**src/rtl/pic_pkg.sv**
```systemverilog
package pic_pkg;

   typedef enum logic [1:0] {
      INIT_NORMAL = 2'd0,
      INIT_BASE   = 2'd1,
      INIT_SKIP   = 2'd2,
      INIT_MODE   = 2'd3
   } init_st_t;

   localparam logic [2:0] CMD_ROT_A  = 3'd0;
   localparam logic [2:0] CMD_EOI_HI = 3'd1;
   localparam logic [2:0] CMD_NOP    = 3'd2;
   localparam logic [2:0] CMD_EOI_LN = 3'd3;
   localparam logic [2:0] CMD_ROT_B  = 3'd4;
   localparam logic [2:0] CMD_REOI_H = 3'd5;
   localparam logic [2:0] CMD_SETPRI = 3'd6;
   localparam logic [2:0] CMD_REOI_L = 3'd7;

   typedef struct packed {
      logic ctl_word;     // poll / read-select / special-mask word
      logic rot_aeoi_wr;  // load rotate-on-auto-EOI flag
      logic eoi_top;      // retire highest-priority in-service line
      logic eoi_given;    // retire the line named in the data
      logic rot_after;    // move priority base past the retired line
      logic base_load;    // set priority base directly
   } pic_ops_t;

endpackage

```
**src/rtl/pic_prio_find.sv**
```systemverilog
module pic_prio_find #(
   parameter int LINES = 8,
   parameter int LW    = $clog2(LINES)
) (
   input  logic [LINES-1:0] bits_in,
   input  logic [LW-1:0]    rot_base,
   output logic             hit,
   output logic [LW-1:0]    line
);
   logic [LINES-1:0] rot;
   logic [LW-1:0]    off;

   for (genvar k = 0; k < LINES; k++) begin : g_rot
      logic [LW-1:0] idx;
      assign idx    = rot_base + LW'(k);
      assign rot[k] = bits_in[idx];
   end

   always_comb begin
      off = '0;
      for (int k = LINES - 1; k >= 0; k--) begin
         if (rot[k]) off = LW'(k);
      end
   end

   assign hit  = |rot;
   assign line = rot_base + off;
endmodule

```
**src/rtl/pic_ocw_decode.sv**
```systemverilog
module pic_ocw_decode
   import pic_pkg::*;
(
   input  logic       wr0,
   input  logic [4:0] cmd_bits,   // data bits 7:3
   output pic_ops_t   ops
);
   logic [2:0] code;
   assign code = cmd_bits[4:2];

   always_comb begin
      ops = '0;
      if (wr0 && !cmd_bits[1]) begin
         if (cmd_bits[0]) begin
            ops.ctl_word = 1'b1;
         end else begin
            unique case (code)
               CMD_ROT_A, CMD_ROT_B: ops.rot_aeoi_wr = 1'b1;
               CMD_EOI_HI:           ops.eoi_top     = 1'b1;
               CMD_REOI_H: begin
                  ops.eoi_top   = 1'b1;
                  ops.rot_after = 1'b1;
               end
               CMD_EOI_LN:           ops.eoi_given   = 1'b1;
               CMD_REOI_L: begin
                  ops.eoi_given = 1'b1;
                  ops.rot_after = 1'b1;
               end
               CMD_SETPRI:           ops.base_load   = 1'b1;
               CMD_NOP:              ;
               default:              ;
            endcase
         end
      end
   end
endmodule

```
**src/rtl/pic_init_seq.sv**
```systemverilog
module pic_init_seq
   import pic_pkg::*;
#(
   parameter int DATA_W = 8,
   parameter int LINES  = 8
) (
   input  logic              clk,
   input  logic              rst_n,
   input  logic              start_wr,
   input  logic              cfg_wr,
   input  logic [DATA_W-1:0] wdata,
   output init_st_t          st,
   output logic [DATA_W-1:0] vbase,
   output logic              spec_nest,
   output logic              aeoi,
   output logic              mask_load
);
   localparam logic [DATA_W-1:0] BASE_MASK = ~DATA_W'(LINES - 1);

   logic need_mode;

   always_ff @(posedge clk) begin
      if (!rst_n) begin
         st        <= INIT_NORMAL;
         need_mode <= 1'b0;
         vbase     <= '0;
         spec_nest <= 1'b0;
         aeoi      <= 1'b0;
      end else if (start_wr) begin
         need_mode <= wdata[0];
         st        <= INIT_BASE;
         if (!wdata[0]) begin
            spec_nest <= 1'b0;
            aeoi      <= 1'b0;
         end
      end else if (cfg_wr) begin
         unique case (st)
            INIT_BASE: begin
               vbase <= wdata & BASE_MASK;
               st    <= INIT_SKIP;
            end
            INIT_SKIP: st <= need_mode ? INIT_MODE : INIT_NORMAL;
            INIT_MODE: begin
               spec_nest <= wdata[4];
               aeoi      <= wdata[1];
               st        <= INIT_NORMAL;
            end
            default: ;
         endcase
      end
   end

   assign mask_load = cfg_wr && (st == INIT_NORMAL);

   AST_BASE_ALIGNED: assert property (@(posedge clk) disable iff (!rst_n)
      (cfg_wr && !start_wr && st == INIT_BASE) |=> (vbase == ($past(wdata) & BASE_MASK)));
   AST_SKIP_NO_MASK: assert property (@(posedge clk) disable iff (!rst_n)
      (st != INIT_NORMAL) |-> !mask_load);
   AST_MODE_RETURNS: assert property (@(posedge clk) disable iff (!rst_n)
      (cfg_wr && !start_wr && st == INIT_MODE) |=> (st == INIT_NORMAL));
endmodule

```
**src/rtl/pic_cmd_unit.sv**
```systemverilog
module pic_cmd_unit
   import pic_pkg::*;
#(
   parameter int DATA_W = 8,
   parameter int LINES  = 8,
   parameter int LW     = $clog2(LINES)
) (
   input  logic              clk,
   input  logic              rst_n,
   input  logic              addr,
   input  logic [DATA_W-1:0] wdata,
   input  logic              wr_en,
   input  logic              rd_en,
   input  logic              ack,
   input  logic [LINES-1:0]  irr,
   input  logic              win_valid,
   input  logic [LW-1:0]     win_line,
   output logic [DATA_W-1:0] rdata,
   output logic [DATA_W-1:0] vector,
   output logic [LINES-1:0]  irr_clr,
   output logic [LINES-1:0]  imr,
   output logic [LINES-1:0]  isr,
   output logic [LW-1:0]     prio_base,
   output logic              spec_mask,
   output logic              spec_nest
);
   localparam logic [LW-1:0] SPUR_LINE = LW'(LINES - 1);

   if ((LINES & (LINES - 1)) != 0 || LINES < 2) begin : g_bad_lines
      $error("LINES must be a power of two of at least 2");
   end
   if (DATA_W < 8 || DATA_W < LINES) begin : g_bad_width
      $error("DATA_W must be at least 8 and at least LINES");
   end
   if (LW != $clog2(LINES)) begin : g_bad_lw
      $error("LW must equal clog2(LINES)");
   end

   logic                  wr0, wr1, icw_start;
   init_st_t              init_st;
   logic [DATA_W-1:0]     vbase;
   logic                  aeoi, mask_load;
   pic_ops_t              ops;
   logic                  top_hit;
   logic [LW-1:0]         top_line;
   logic [LW-1:0]         cmd_line;
   logic                  poll, rsel, rot_aeoi;
   logic [LINES-1:0]      isr_n;
   logic [LW-1:0]         base_n;
   logic [LW-1:0]         rep_line;
   logic                  poll_take;

   assign wr0       = wr_en && !addr;
   assign wr1       = wr_en && addr;
   assign icw_start = wr0 && wdata[4];
   assign cmd_line  = wdata[LW-1:0];
   assign rep_line  = win_valid ? win_line : SPUR_LINE;
   assign poll_take = rd_en && poll && win_valid;

   pic_init_seq #(.DATA_W(DATA_W), .LINES(LINES)) u_init (
      .clk       (clk),
      .rst_n     (rst_n),
      .start_wr  (icw_start),
      .cfg_wr    (wr1),
      .wdata     (wdata),
      .st        (init_st),
      .vbase     (vbase),
      .spec_nest (spec_nest),
      .aeoi      (aeoi),
      .mask_load (mask_load)
   );

   pic_ocw_decode u_dec (
      .wr0      (wr0),
      .cmd_bits (wdata[7:3]),
      .ops      (ops)
   );

   pic_prio_find #(.LINES(LINES), .LW(LW)) u_top (
      .bits_in  (isr),
      .rot_base (prio_base),
      .hit      (top_hit),
      .line     (top_line)
   );

   always_comb begin
      isr_n  = isr;
      base_n = prio_base;
      if (ops.eoi_top && top_hit) begin
         isr_n[top_line] = 1'b0;
         if (ops.rot_after) base_n = top_line + LW'(1);
      end
      if (ops.eoi_given) begin
         isr_n[cmd_line] = 1'b0;
         if (ops.rot_after) base_n = cmd_line + LW'(1);
      end
      if (ops.base_load) base_n = cmd_line + LW'(1);
      if (icw_start)     base_n = '0;
      if (ack && win_valid) begin
         if (!aeoi)         isr_n[win_line] = 1'b1;
         else if (rot_aeoi) base_n = win_line + LW'(1);
      end
      if (poll_take) isr_n[win_line] = 1'b0;
   end

   always_ff @(posedge clk) begin
      if (!rst_n) begin
         imr       <= '0;
         isr       <= '0;
         prio_base <= '0;
         poll      <= 1'b0;
         rsel      <= 1'b0;
         spec_mask <= 1'b0;
         rot_aeoi  <= 1'b0;
      end else begin
         isr       <= isr_n;
         prio_base <= base_n;
         if (icw_start) begin
            imr       <= '0;
            spec_mask <= 1'b0;
            rsel      <= 1'b0;
         end
         if (mask_load) imr <= wdata[LINES-1:0];
         if (ops.ctl_word) begin
            if (wdata[2]) poll      <= 1'b1;
            if (wdata[1]) rsel      <= wdata[0];
            if (wdata[6]) spec_mask <= wdata[5];
         end
         if (ops.rot_aeoi_wr) rot_aeoi <= wdata[7];
         if (rd_en && poll)   poll     <= 1'b0;
      end
   end

   always_comb begin
      if (poll)      rdata = DATA_W'(rep_line);
      else if (addr) rdata = DATA_W'(imr);
      else if (rsel) rdata = DATA_W'(isr);
      else           rdata = DATA_W'(irr);
   end

   assign vector  = vbase | DATA_W'(rep_line);
   assign irr_clr = poll_take ? (LINES'(1) << win_line) : '0;

   AST_STROBE_EXCL: assert property (@(posedge clk) disable iff (!rst_n)
      $onehot0({wr_en, rd_en, ack}));
   AST_ICW_CLEARS: assert property (@(posedge clk) disable iff (!rst_n)
      icw_start |=> (imr == '0 && prio_base == '0 && !spec_mask));
   AST_ACK_MARKS: assert property (@(posedge clk) disable iff (!rst_n)
      (ack && win_valid && !aeoi && !wr_en && !rd_en) |=> isr[$past(win_line)]);
   AST_AEOI_KEEPS: assert property (@(posedge clk) disable iff (!rst_n)
      (ack && aeoi && !wr_en && !rd_en) |=> (isr == $past(isr)));
   AST_POLL_DISARM: assert property (@(posedge clk) disable iff (!rst_n)
      (rd_en && poll && !wr_en) |=> !poll);
   AST_CLR_ONEHOT: assert property (@(posedge clk) disable iff (!rst_n)
      $onehot0(irr_clr));
   AST_CLR_ONLY_POLL: assert property (@(posedge clk) disable iff (!rst_n)
      (irr_clr != '0) |=> !isr[$past(win_line)]);
endmodule

```
**config.mk**
```make
export PLATFORM = sky130hd
export DESIGN_NAME = pic_cmd_unit
export DESIGN_NICKNAME = d
export VERILOG_FILES = /design/src/rtl/pic_pkg.sv /design/src/rtl/pic_prio_find.sv /design/src/rtl/pic_ocw_decode.sv /design/src/rtl/pic_init_seq.sv /design/src/rtl/pic_cmd_unit.sv
export SDC_FILE = /design/constraint.sdc
export NUM_CORES = 1
export LEC_CHECK = 0
export ABC_AREA = 1
export BUFFER_PORTS_ARGS = -buffer_cell sky130_fd_sc_hd__buf_2
export CAP_MARGIN = 20
export CORE_ASPECT_RATIO = 0.6
export CORE_MARGIN = 2
export CORE_UTILIZATION = 40
export DETAILED_ROUTE_END_ITERATION = 8
export HOLD_SLACK_MARGIN = 0.15
export PLACE_DENSITY = 0.66
export REMOVE_ABC_BUFFERS = 1
export SLEW_MARGIN = 5
export SYNTH_ARGS = -nofsm -noshare
export SYNTH_HDL_FRONTEND = slang
export SYNTH_HIERARCHICAL = 1
export SYNTH_SLANG_ARGS = --single-unit
```
**constraint.sdc**
```tcl
create_clock -name clk -period 4.07 [get_ports clk]
set_clock_uncertainty 0.05 [all_clocks]
set_input_delay 0.2035 -clock clk [delete_from_list [all_inputs] [get_ports clk]]
set_output_delay 0.2035 -clock clk [all_outputs]
set_load 0.005 [all_outputs]
```
==> reports/qor_table.md <==
| Metric | Value |
|---|---|
| Floorplan die width | 113.5 microns |
| Leading area contributor after synthesis | dfxtp_1 |
| Net total in the final layout | 571 |
| Final Cycle Share | 91.01% |
| Number of CTS-inserted buffers | 5 |
| IO buf count | 70 |
| End-of-flow core utilization | 49.99% |
| Number of antenna repair diodes | 0 |
| Number of pins with negative max-slew slack in the final report | 0 |
| CP Class | flop to flop |
| Clock tree from TritonCTS | built |
| Remaining routing DRC violations | 0 |
| Die area | 7904 sq um |
| Maximum net fanout on the critical path | 9 |
| Fmax | 270.0 MHz |
| Num rows | 23 |
| Total global routing track utilization | 21.20% |
| Filler Cells Inserted | 692 |
| Clock slew at the register clock pins of the worst setup and hold paths | 0.05 ns |
| Chip height | 69.67 microns |
| Run status | finished clean |
| TritonCTS Sinks | 33 |
| Total Neg Setup Slack | 0 ns |
| Final Hold Fails | 0 |
| Global placer's final weighted congestion | 0.8989 |
| Initial antenna violation count | 0 |
| Number of optimization iterations in the first detailed-route pass | 4 |
| Power density normalized to cell area | 273.6 nW/um^2 |
| Dominant register cell in the synthesized netlist | dfxtp_1 |
| Routed via count | 3155 |
| IO Pins | 71 |
| Cts hold-fix bufs | 0 |
| Leading cell type by number of instances after synthesis | nand2_1 |
| Post-detailed-route count of antenna-violating nets | 0 |
| Final global-route overflow total | 0 |
| First-pass GRT wire length | 13.54 mm |
| Area contributors post-synth | dfxtp_1 23%, nand2_1 16%, nand3_1 8.7% |
| Period minus WS final | 3.704 ns |
| Setup repair after global routing missed its margin | no |
| Number of flops mapped to enable cells by yosys | 0 |
| Maximum cell stage delay along the critical path | 0.49 ns |
| Clock Root Buffer | clkbuf_16 |
| Slew HR | 65.28% |
| Buffer levels on the longest clock path | 2 |
| Register area share after synthesis | 22.98% |
| Crit. End Element | flop |
| Worst r2r src | prio_base[1] |
| Average instance area after synthesis | 6.210 sq um |
| Max-capacitance violation count | 0 |
| Class of the worst hold path | input port to flop |
| Yosys synthesis warning count | 6 |
| Post-synth ARST share | 0% |
| Worst-skew pair later-pin latency | 0.27 ns |
| Area inside the core boundary | 6820 sq um |
| Number of instances in the synthesized netlist | 463 |
| Final routed wire length divided by cell count | 13.96 microns |
| Leakage power figure | 0.001732 uW |
| Cell at the slowest stage of the critical path | dfxtp_1 |
| Yosys cell types | 38 |
| Detailed placement HPWL | 6.732 mm |
| Data arrival time of the critical path | 3.80 ns |
| Worst Min Path Start | wdata[7] |
| Worst setup startpoint | prio_base[1] |
| Post-synthesis register bit count | 33 |
| Initial core utilization | 42.16% |
| # H-tree levels | 2 |
| CP startpoint kind | flop |
| Peak supply drop | 0.0001823 V |
| P&R area growth vs syn | 18.58% |
| Most numerous cell types in the synthesized netlist | 124 x nand2_1, 60 x inv_1, 50 x nand3_1 |
| Fraction of post-synthesis cell area in the top cell type by area | 22.98% |
| Final hold slack | 0.1886 ns |
| Post-detailed-route via-to-cell ratio | 5.130 |
| Fraction of final layout cells with drive strength greater than 1 | 21.97% |
| Worst Max-Slew Pin Slew | 0.5154 ns |
| Setup violation total in the final timing report | 0 |
| CP dominant cell by count | nand2_1 |
| Critical path required time | 4.17 ns |
| First DRT Iteration DRCs | 254 |
| Post-CTS Setup Repair Bufs | 0 |
| Vias in the first global route | 2763 |
| Mapped cell area | 2875 sq um |
| Pin count of the biggest net entering global routing | 19 |
| WL final | 8.587 mm |
## cell type report
cell class                 instances  area, sq um  share of cell area, %
clock buffer                       7        142.6                  4.183
clock inverter                     1        30.03                 0.8807
inverter                          70        267.8                  7.853
multi-input combinational        347         1848                  54.20
sequential                        33        661.9                  19.41
tap                               87        108.9                  3.193
timing repair buffer              70        350.3                  10.28
## path summary, 6_finish.rpt
path,to,slack [ns],cells after the start
worst max-delay path,isr[5],0.37,26
worst min-delay path,rot_aeoi,0.19,3
worst max register to register,isr[5],0.37,26
worst min register to register,spec_mask,0.42,2
## cell usage in the layout, fill, tap and decap left out, types with 2 or more instances in the layout
cell type	instances
nand2_1	124
o211ai_1	5
buf_2	70
nor3_1	7
ha_1	17
xor2_1	2
a21oi_2	5
nor2_1	37
o21ai_1	3
inv_1	60
nand2_2	7
mux2_2	5
o21ai_0	27
nand3b_1	4
dfxtp_1	32
clkbuf_16	5
nor3_2	2
nand3_1	50
or2_0	3
a21oi_1	29
nor2_2	3
mux2i_1	3
inv_2	9
conb_1	3
## state kept, by name, summed over array words and instances (netlist names)
register and count:
u_init/need_mode 1, poll 1, u_init/spec_nest 1, isr 8, u_init/st 2, u_init/vbase 5, prio_base 3, rsel 1
rot_aeoi 1, imr 8, spec_mask 1, u_init/aeoi 1
## where the power goes
part / switching [uW] / internal, uW / total, uW
Combinational: 99.4 / 56.3 / 156
Sequential: 8.93 / 330 / 339
Clock: 133 / 305 / 438
## critical path: cells and delay by family (launching register included)
| family | cells | cell delay [ns] |
|---|---|---|
| flops | 1 | 0.49 |
| compound gates | 3 | 0.29 |
| fa+ha+maj | 3 | 0.93 |
| buf+inv | 5 | 0.55 |
| simple gates | 14 | 1.09 |
| xor+xnor | 1 | 0.17 |
## cells by family (layout without fill, tap and decap cells)
group,count (synthesis),count (layout),share of synthesized area (%)
adder cells (fa/ha/maj),18,18,8.094
AND/OR/NAND/NOR,242,242,37.38
flip-flops,33,33,22.98
other,1,3,0.1304
buffers and inverters,85,148,13.01
multiplexers,8,8,3.003
AO/OA/AOI/OAI,72,72,13.93
XOR/XNOR,4,4,1.480
## what timing repair did
item / in CTS / in global routing
resized for setup: 0 / 1
hold endpoints to repair: 0 / 0
endpoints found under the setup margin: 0 / 1
## routing by layer
layer  track usage (%)  routed length [microns]  up-vias
met5                 0                        0        -
met4             4.472                       44        0
met3             3.322                      635        6
met2             30.07                     3421      123
met1             33.14                     4486     1422
li1                  -                        -     1604
## through the flow
step           setup slack (ns)  power [uW]  area [sq um]  cells
2_1_floorplan            0.7807       433.4          2776    450
3_3_place_gp             0.5747       496.3          3236    607
3_5_place_dp             0.3990       498.4          3236    607
4_1_cts                  0.3751       935.3          3408    615
5_1_grt                0.001967       970.7          3410    615
6_report                 0.3659       932.9          3410    615
No activity file was read; power rests on OpenSTA's default activity.
